## config.mk

```make
export PLATFORM = sky130hd
export DESIGN_NAME = sdram_cmd_tracker
export DESIGN_NICKNAME = d
export VERILOG_FILES = /design/src/rtl/sdram_trk_pkg.sv /design/src/rtl/sdram_cmd_decode.sv /design/src/rtl/sdram_cmd_check.sv /design/src/rtl/sdram_bank_fsm.sv /design/src/rtl/sdram_cmd_tracker.sv
export SDC_FILE = /design/constraint.sdc
export NUM_CORES = 1
export LEC_CHECK = 0
export ABC_CLOCK_PERIOD_IN_PS = 3300
export BUFFER_PORTS_ARGS = -buffer_cell sky130_fd_sc_hd__buf_2
export CORE_MARGIN = 2
export CORE_UTILIZATION = 55
export CTS_CLUSTER_DIAMETER = 120
export DETAILED_ROUTE_END_ITERATION = 12
export GPL_TIMING_DRIVEN = 0
export PLACE_DENSITY = 0.78
export SLEW_MARGIN = 20
export SYNTH_ARGS = -nofsm -noshare
export SYNTH_HDL_FRONTEND = slang
export SYNTH_SLANG_ARGS = --single-unit
```

## constraint.sdc

```tcl
create_clock -name clk -period 3.3 [get_ports clk]
set_input_delay 0.495 -clock clk [delete_from_list [all_inputs] [get_ports clk]]
set_output_delay 0.495 -clock clk [all_outputs]
set_load 0.02 [all_outputs]
```

## src/rtl/sdram_trk_pkg.sv

```systemverilog
package sdram_trk_pkg;

    typedef enum logic [3:0] {
        CMD_INHIBIT = 4'd0,
        CMD_NOP     = 4'd1,
        CMD_ACT     = 4'd2,
        CMD_PRE     = 4'd3,
        CMD_REF     = 4'd4,
        CMD_LMR     = 4'd5,
        CMD_RD      = 4'd6,
        CMD_WR      = 4'd7,
        CMD_BST     = 4'd8
    } cmd_e;

    typedef enum logic [1:0] {
        BS_IDLE   = 2'd0,
        BS_OPEN   = 2'd1,
        BS_READ   = 2'd2,
        BS_WRITE  = 2'd3
    } bank_st_e;

    typedef struct packed {
        logic cs_n;
        logic ras_n;
        logic cas_n;
        logic we_n;
    } pins_t;

    function automatic cmd_e decode_pins(pins_t p);
        if (p.cs_n) return CMD_INHIBIT;
        case ({p.ras_n, p.cas_n, p.we_n})
            3'b011:  return CMD_ACT;
            3'b010:  return CMD_PRE;
            3'b001:  return CMD_REF;
            3'b000:  return CMD_LMR;
            3'b101:  return CMD_RD;
            3'b100:  return CMD_WR;
            3'b110:  return CMD_BST;
            default: return CMD_NOP;
        endcase
    endfunction

    function automatic logic in_burst(bank_st_e s);
        return (s == BS_READ) || (s == BS_WRITE);
    endfunction

    function automatic logic is_legal(cmd_e c, bank_st_e s, logic all_idle);
        case (c)
            CMD_INHIBIT, CMD_NOP, CMD_PRE: return 1'b1;
            CMD_ACT:                       return s == BS_IDLE;
            CMD_REF, CMD_LMR:              return all_idle;
            CMD_RD, CMD_WR:                return s != BS_IDLE;
            CMD_BST:                       return in_burst(s);
            default:                       return 1'b0;
        endcase
    endfunction

    function automatic logic moves_bank(cmd_e c);
        return (c == CMD_ACT) || (c == CMD_PRE) || (c == CMD_RD) ||
               (c == CMD_WR) || (c == CMD_BST);
    endfunction

endpackage

```

## src/rtl/sdram_cmd_decode.sv

```systemverilog
module sdram_cmd_decode
    import sdram_trk_pkg::*;
(
    input  logic cs_n,
    input  logic ras_n,
    input  logic cas_n,
    input  logic we_n,
    output cmd_e cmd
);
    pins_t pins;

    assign pins = '{cs_n: cs_n, ras_n: ras_n, cas_n: cas_n, we_n: we_n};
    assign cmd  = decode_pins(pins);
endmodule

```

## src/rtl/sdram_cmd_check.sv

```systemverilog
module sdram_cmd_check
    import sdram_trk_pkg::*;
#(
    parameter  int NUM_BANKS = 4,
    localparam int BANK_W    = $clog2(NUM_BANKS)
) (
    input  cmd_e                     cmd,
    input  logic [BANK_W-1:0]        bank_sel,
    input  logic [2*NUM_BANKS-1:0]   states,
    output logic                     legal,
    output logic                     all_idle
);
    logic [NUM_BANKS-1:0] idle_vec;
    bank_st_e             sel_st;

    for (genvar b = 0; b < NUM_BANKS; b++) begin : g_idle
        assign idle_vec[b] = (states[2*b +: 2] == BS_IDLE);
    end

    assign all_idle = &idle_vec;
    assign sel_st   = bank_st_e'(states[2*bank_sel +: 2]);
    assign legal    = is_legal(cmd, sel_st, all_idle);
endmodule

```

## src/rtl/sdram_bank_fsm.sv

```systemverilog
module sdram_bank_fsm
    import sdram_trk_pkg::*;
#(
    parameter int CNT_W = 3
) (
    input  logic             clk,
    input  logic             rst,
    input  logic             hit,
    input  cmd_e             cmd,
    input  logic [CNT_W-1:0] beats_m1,
    output bank_st_e         state
);
    bank_st_e         st_q, st_d;
    logic [CNT_W-1:0] cnt_q, cnt_d;

    always_comb begin
        st_d  = st_q;
        cnt_d = cnt_q;
        if (in_burst(st_q)) begin
            if (cnt_q == '0) st_d = BS_OPEN;
            else             cnt_d = cnt_q - 1'b1;
        end
        if (hit) begin
            case (cmd)
                CMD_ACT: st_d = BS_OPEN;
                CMD_PRE: st_d = BS_IDLE;
                CMD_BST: st_d = BS_OPEN;
                CMD_RD: begin
                    st_d  = BS_READ;
                    cnt_d = beats_m1;
                end
                CMD_WR: begin
                    st_d  = BS_WRITE;
                    cnt_d = beats_m1;
                end
                default: ;
            endcase
        end
    end

    always_ff @(posedge clk) begin
        if (rst) begin
            st_q  <= BS_IDLE;
            cnt_q <= '0;
        end else begin
            st_q  <= st_d;
            cnt_q <= cnt_d;
        end
    end

    assign state = st_q;
endmodule

```

## src/rtl/sdram_cmd_tracker.sv

```systemverilog
module sdram_cmd_tracker
    import sdram_trk_pkg::*;
#(
    parameter  int NUM_BANKS = 4,
    parameter  int BL_W      = 2,
    localparam int BANK_W    = $clog2(NUM_BANKS)
) (
    input  logic                   clk,
    input  logic                   rst,
    input  logic                   cs_n,
    input  logic                   ras_n,
    input  logic                   cas_n,
    input  logic                   we_n,
    input  logic [BANK_W-1:0]      bank_addr,
    input  logic                   pre_all,
    input  logic [BL_W-1:0]        burst_code,
    output logic [3:0]             cmd_out,
    output logic [2*NUM_BANKS-1:0] bank_state,
    output logic                   illegal
);
    localparam int MAX_BEATS = 1 << ((1 << BL_W) - 1);
    localparam int CNT_W     = (MAX_BEATS > 1) ? $clog2(MAX_BEATS) : 1;

    cmd_e             cmd, cmd_q;
    logic             legal, all_idle, illegal_q;
    logic [CNT_W-1:0] beats_m1;
    bank_st_e         st [NUM_BANKS];

    assign beats_m1 = CNT_W'((32'd1 << burst_code) - 32'd1);

    sdram_cmd_decode u_decode (
        .cs_n  (cs_n),
        .ras_n (ras_n),
        .cas_n (cas_n),
        .we_n  (we_n),
        .cmd   (cmd)
    );

    sdram_cmd_check #(.NUM_BANKS(NUM_BANKS)) u_check (
        .cmd      (cmd),
        .bank_sel (bank_addr),
        .states   (bank_state),
        .legal    (legal),
        .all_idle (all_idle)
    );

    for (genvar b = 0; b < NUM_BANKS; b++) begin : g_bank
        logic addr_hit, hit;
        assign addr_hit = (bank_addr == BANK_W'(b)) || ((cmd == CMD_PRE) && pre_all);
        assign hit      = legal && addr_hit && moves_bank(cmd);

        sdram_bank_fsm #(.CNT_W(CNT_W)) u_fsm (
            .clk      (clk),
            .rst      (rst),
            .hit      (hit),
            .cmd      (cmd),
            .beats_m1 (beats_m1),
            .state    (st[b])
        );

        assign bank_state[2*b +: 2] = st[b];
    end

    always_ff @(posedge clk) begin
        if (rst) begin
            cmd_q     <= CMD_INHIBIT;
            illegal_q <= 1'b0;
        end else begin
            cmd_q     <= cmd;
            illegal_q <= !legal;
        end
    end

    assign cmd_out = cmd_q;
    assign illegal = illegal_q;
endmodule

```

==> impl_metrics.tcl, run 1 <==
set metrics [dict create \
    via_count_of_the_first_global_routing_pass 1303 \
    yosysUniqueCellTypes 38 \
    wire_per_inst_um 13.8 \
    gp_congestion 0.935 \
    pre_cts_ws_ps 960 \
    final_hold_violations 0 \
    crit_path_start_kind "register" \
    setup_tns_ps 0 \
    floorplan.rows 19 \
    ir_drop_mv 0.215 \
    setup_violations 0 \
    floorplan.core_area_sq_um 2710 \
    static-leakage-power_nw 0.721 \
    critical_path_class "register to register" \
    min_period_ps 2090 \
    synthArstFlopShare_pct 0 \
    layout-drive-gt1-share_pct 18.0 \
    die-width_um 57.0 \
    biggest_area_consumer_among_synthesized_cells "dfxtp_1" \
    maxClockFrequency_ghz 0.480 \
    slew_viol_final 0 \
    cts_buffers 3 \
    synth_flop_cell "dfxtp_1" \
    drt_first_iter_violations 41 \
    clock_sink_total 25 \
    critPathRequiredTime_ps 3510 \
    regToRegStartpoint "g_bank[1].u_fsm.state[1]" \
    hold_path.class "primary input to register" \
    finalClockSkew_ps 4.09 \
    largest_net_degree_at_the_start_of_global_routing 15 \
    final_standard_cell_utilization_of_the_core_pct 63.6 \
    post_synth.cell_area_avg_sq_um 8.37 \
    drc 0 \
    post_synth_inst_count 185 \
    path_max_fanout 6 \
    holdWs_ps 454 \
    synth_area_leaders "dfxtp_1, ha_1, nor2_1" \
    startpoint "g_bank[1].u_fsm.state[1]" \
    grt_first_pass_wirelength_mm 5.61 \
    worst_pin_slew_ps 701 \
    cts_setup_buffers 0 \
    yosysSeqAreaShare_pct 32.3 \
    clk_path_buf_depth 2 \
    globalRoute.totalOverflow 0 \
    timing.critical_path.arrival_ps 2300 \
    vias 1376 \
    post_synthesis_instance_area_sq_um 1550 \
    clock_insertion_delay_worst_skew_ps 310 \
    slew_headroom_pct 52.5 \
    place_hpwl_mm 2.65 \
    num_antenna_cells 0 \
    final_min_period_over_clock_period_pct 63.2 \
    global_route.usage.total_pct 21.8 \
    count_of_synthesis_stage_warnings_from_yosys 0 \
    final.setup.worst_slack_ps 1210 \
    hold_start "cs_n" \
    io-pin-count 24 \
    fillers 243 \
    cts_htree_levels 1 \
    drt-total-wl_mm 3.35 \
    initial_cell_density_of_the_core_pct 57.1 \
    antenna_found_initial 0 \
    end_kind "register" \
    syn_nets 208 \
    routed_via_density 5.69 \
    synth_top_cell_area_share_pct 32.3 \
    final_net_count 235 \
    firstDrtPassIters 4 \
    cts-resized-gates 0 \
    timing.max_cap.violations 0 \
    floorplan.die_area_sq_um 3250 \
    clockRootBuffer "clkbuf_4" \
    die_height_um 57.0 \
    ys_ff_latch 25 \
    tritoncts "done" \
    power.density_cell_area_nw_per_um2 292 \
    route.antenna.remaining_nets 0 \
    cts.hold.buffers_added 0 \
    synth_enable_flop_cells 0 \
    status "finished, final reports clean" \
    cts.clk_slew.worst_paths_ps 130 \
    area.growth.synth_to_final_pct 11.4 \
    placement.io_buffers 22 \
    setup_repair_after_global_routing_missed_its_margin "false" \
]
## final timing paths
check	to	slack [ps]	cells after the start
setup / recovery	g_bank[1].u_fsm.state[0]	1210	5
hold reg to reg	g_bank[0].u_fsm.cnt_q[1]	570	2
setup reg to reg	g_bank[1].u_fsm.state[0]	1210	5
hold / removal	cmd_out[1]	450	2
## worst max-delay path: stages (launching register included)
cell and delay (ps):
dfxtp_1 400, nor2_1 300, nand4_1 140, o311ai_1 610, o21ai_1 210, mux2_1 340
## registers in the layout, summed over array words and instances, names as in the netlist
name	flops
g_bank.u_fsm.cnt_q	12
illegal	1
cmd_out	4
g_bank.u_fsm.state	8
## through the flow
step / total power [W] / cell area [sq um] / cells
after floorplan: 0.000353 / 1550 / 185
after global placement: 0.000374 / 1700 / 238
after detailed placement: 0.000376 / 1700 / 238
after CTS: 0.000508 / 1720 / 242
after global routing: 0.000526 / 1720 / 242
final: 0.000504 / 1720 / 242
## placed cells by master (no fill, tap or decap), drive strengths merged, types with 5 or more instances in the layout
master / synthesis / routed
o21ai: 6 / 6
nand2b: 7 / 7
nor3: 5 / 5
mux2i: 7 / 7
ha: 12 / 12
clkbuf: 4 / 7
buf: 2 / 24
a21oi: 11 / 11
xnor2: 5 / 5
inv: 16 / 16
dfxtp: 25 / 25
mux2: 7 / 7
nor2: 32 / 32
nand2: 14 / 14
## cell families after synthesis
group,count (synthesis),synth area share (%)
AND/OR/NAND/NOR,72,23.0
AO/OA/AOI/OAI,33,13.4
flip-flops,25,32.3
buffers and inverters,22,5.42
multiplexers,16,13.3
adder cells (fa/ha/maj),12,9.70
XOR/XNOR,5,2.83
## power by group
| part | switching (W) | internal (W) | total, W |
|---|---|---|---|
| sequential | 0.00000114 | 0.000305 | 0.000306 |
| clock | 0.0000881 | 0.0000452 | 0.000133 |
| combinational | 0.0000411 | 0.0000230 | 0.0000641 |
| total | 0.000130 | 0.000373 | 0.000504 |
## layer usage
| layer | up-vias | GRT usage, % | wire length [um] |
|---|---|---|---|
| met5 | - | 0 | 0 |
| met4 | 0 | 8.97 | 61 |
| met3 | 6 | 2.04 | 153 |
| met2 | 42 | 38.8 | 1660 |
| met1 | 645 | 26.9 | 1470 |
| li1 | 683 | - | - |
## synthesized netlist by cell type (5+ instances only)
library cell / count
a21oi_1: 11
dfxtp_1: 25
ha_1: 12
inv_1: 16
mux2i_1: 6
nand2_1: 14
nand2b_1: 7
nor2_1: 32
xnor2_1: 5
## final cells by class
class	count	area [sq um]	area share [%]
clock buffer	3	22.5	1.31
clock inverter	1	5.00	0.290
multi-input combinational	138	963	55.9
sequential	25	500	29.0
timing repair buffer	22	110	6.39
inverter	16	60.1	3.48
buffer	6	23.8	1.38
tap	31	38.8	2.25
(Power assumes the default switching activity.)
==> run 2, diff against run 1 <==
ABC_CLOCK_PERIOD_IN_PS = 2100   (was 3300)
clock period = 2.1 ns   (was 3.3 ns; I/O delays follow)
==> impl_metrics.tcl, run 2 (synthesis results as in run 1) <==
set metrics [dict create \
    postLayoutCellArea_sq_um 1740 \
    timing.max_cap.violations 0 \
    hold_start "cs_n" \
    cts.clk_slew.worst_paths_ps 130 \
    wire_per_inst_um 14.0 \
    most_common_cell_after_layout_fill_and_taps_aside "nor2_1" \
    post_dp_cell_area_sq_um 1700 \
    layout_common_cells "nor2_1, buf_2, dfxtp_1" \
    cpMaxStageDelayCell "mux4_2" \
    floorplan.core_area_sq_um 2710 \
    status "finished, final reports clean" \
    final_min_period_over_clock_period_pct 93.9 \
    cts-resized-gates 0 \
    crit_path_start_kind "register" \
    path_max_fanout 6 \
    critical_path_class "register to register" \
    tritoncts "done" \
    global_route.usage.total_pct 21.8 \
    flip_flop_count_of_the_largest_register_after_layout 12 \
    clk_path_buf_depth 2 \
    drc 0 \
    slew_viol_final 0 \
    r2r_setup_slk_ps 130 \
    timing.critical_path.arrival_ps 2180 \
    setup_repair_after_global_routing_missed_its_margin "false" \
    maxClockFrequency_ghz 0.507 \
    regToRegStartpoint "g_bank[1].u_fsm.state[1]" \
    io-pin-count 24 \
    die-width_um 57.0 \
    route.antenna.remaining_nets 0 \
    globalRoute.totalOverflow 0 \
    initial_cell_density_of_the_core_pct 57.1 \
    place_hpwl_mm 2.65 \
    setup_tns_ps 0 \
    cts_setup_buffers 0 \
    crit_path_cell_trace "nor2_1 > mux4_2 > mux2i_4 > o21ai_1 > mux2_1" \
    place_inst 238 \
    final_hold_violations 0 \
    ir_drop_mv 0.337 \
    drt_first_iter_violations 65 \
    via_count_of_the_first_global_routing_pass 1303 \
    use_met1_pct 26.9 \
    floorplan.die_area_sq_um 3250 \
    clockRootBuffer "clkbuf_4" \
    cts_buffers 3 \
    static-leakage-power_nw 0.725 \
    grtUsageMet3_pct 2.04 \
    end_kind "register" \
    grt-busiest-layer "met2" \
    die_height_um 57.0 \
    area.growth.synth_to_final_pct 12.2 \
    cpPeakStageDelay_ps 550 \
    stdcell_count 242 \
    clock_sink_total 25 \
    grt_first_pass_wirelength_mm 5.61 \
    startpoint "g_bank[1].u_fsm.state[1]" \
    clock_insertion_delay_worst_skew_ps 310 \
    finalClockSkew_ps 4.41 \
    min_period_ps 1970 \
    worst_pin_slew_ps 622 \
    setup_violations 0 \
    registers.top_by_ff_count "g_bank.u_fsm.cnt_q" \
    hold_path.class "primary input to register" \
    num_antenna_cells 0 \
    gp_congestion 0.935 \
    pre_cts_ws_ps -60.4 \
    placement.io_buffers 22 \
    drt-total-wl_mm 3.38 \
    antenna_found_initial 0 \
    firstDrtPassIters 4 \
    slew_headroom_pct 58.4 \
    grt_use_met2_pct 38.8 \
    final_net_count 235 \
    largest_net_degree_at_the_start_of_global_routing 15 \
    cts_htree_levels 1 \
    power.density_cell_area_nw_per_um2 455 \
    final.setup.worst_slack_ps 128 \
    floorplan.rows 19 \
    critPathRequiredTime_ps 2310 \
    layout-drive-gt1-share_pct 20.4 \
    routed_via_density 5.72 \
    vias 1385 \
    cts.hold.buffers_added 0 \
]
-- run 2: changes by cell type in the layout (fill, tap and decap cells not counted) --
cell / change
dfxtp_1: -4
dfxtp_2: +4
o311ai_1: -1
o311ai_2: +1
-- run 2: cell type report --
type,count,area (sq um)
Fill cell,238,973
Multi-Input combinational cell,138,971
Sequential cell,25,505
Tap cell,31,38.8
Clock buffer,3,22.5
Timing Repair Buffer,22,110
Inverter,16,60.1
Buffer,6,23.8
Clock inverter,1,5.00
-- run 2: report_power, final --
group | internal, W | switching [W] | total [W]
logic | 0.0000369 | 0.0000652 | 0.000102
registers | 0.000479 | 0.00000187 | 0.000481
clock network | 0.0000710 | 0.000136 | 0.000207
-- run 2: critical path: cells and delay by family (launching register included) --
| family | cells | cell delay (ps) |
|---|---|---|
| simple gates | 1 | 110 |
| compound gates | 1 | 220 |
| mux | 3 | 1130 |
| flops | 1 | 410 |
-- run 2: path summary, 6_finish.rpt --
| path | to | cells past startpoint |
|---|---|---|
| min | cmd_out[1] | 2 |
| min reg2reg | g_bank[0].u_fsm.cnt_q[1] | 2 |
| max | g_bank[1].u_fsm.state[0] | 5 |
| max reg2reg | g_bank[1].u_fsm.state[0] | 5 |
-- run 2: metal layers --
metal	part of all wire [%]	wire length, um
met3	4.7	159
met1	43	1470
met2	49	1670
met5	0	0
met4	2.5	85
-- run 2: stage by stage --
step / total power (W) / hold WS [ps] / util, %
final: 0.000791 / 272 / 64.1
after global routing: 0.000829 / 248 / 64.1
after CTS: 0.000799 / 262 / 63.6
after detailed placement: 0.000591 / 546 / 62.6
after global placement: 0.000588 / 530 / 62.6
after floorplan: 0.000555 / 392 / -
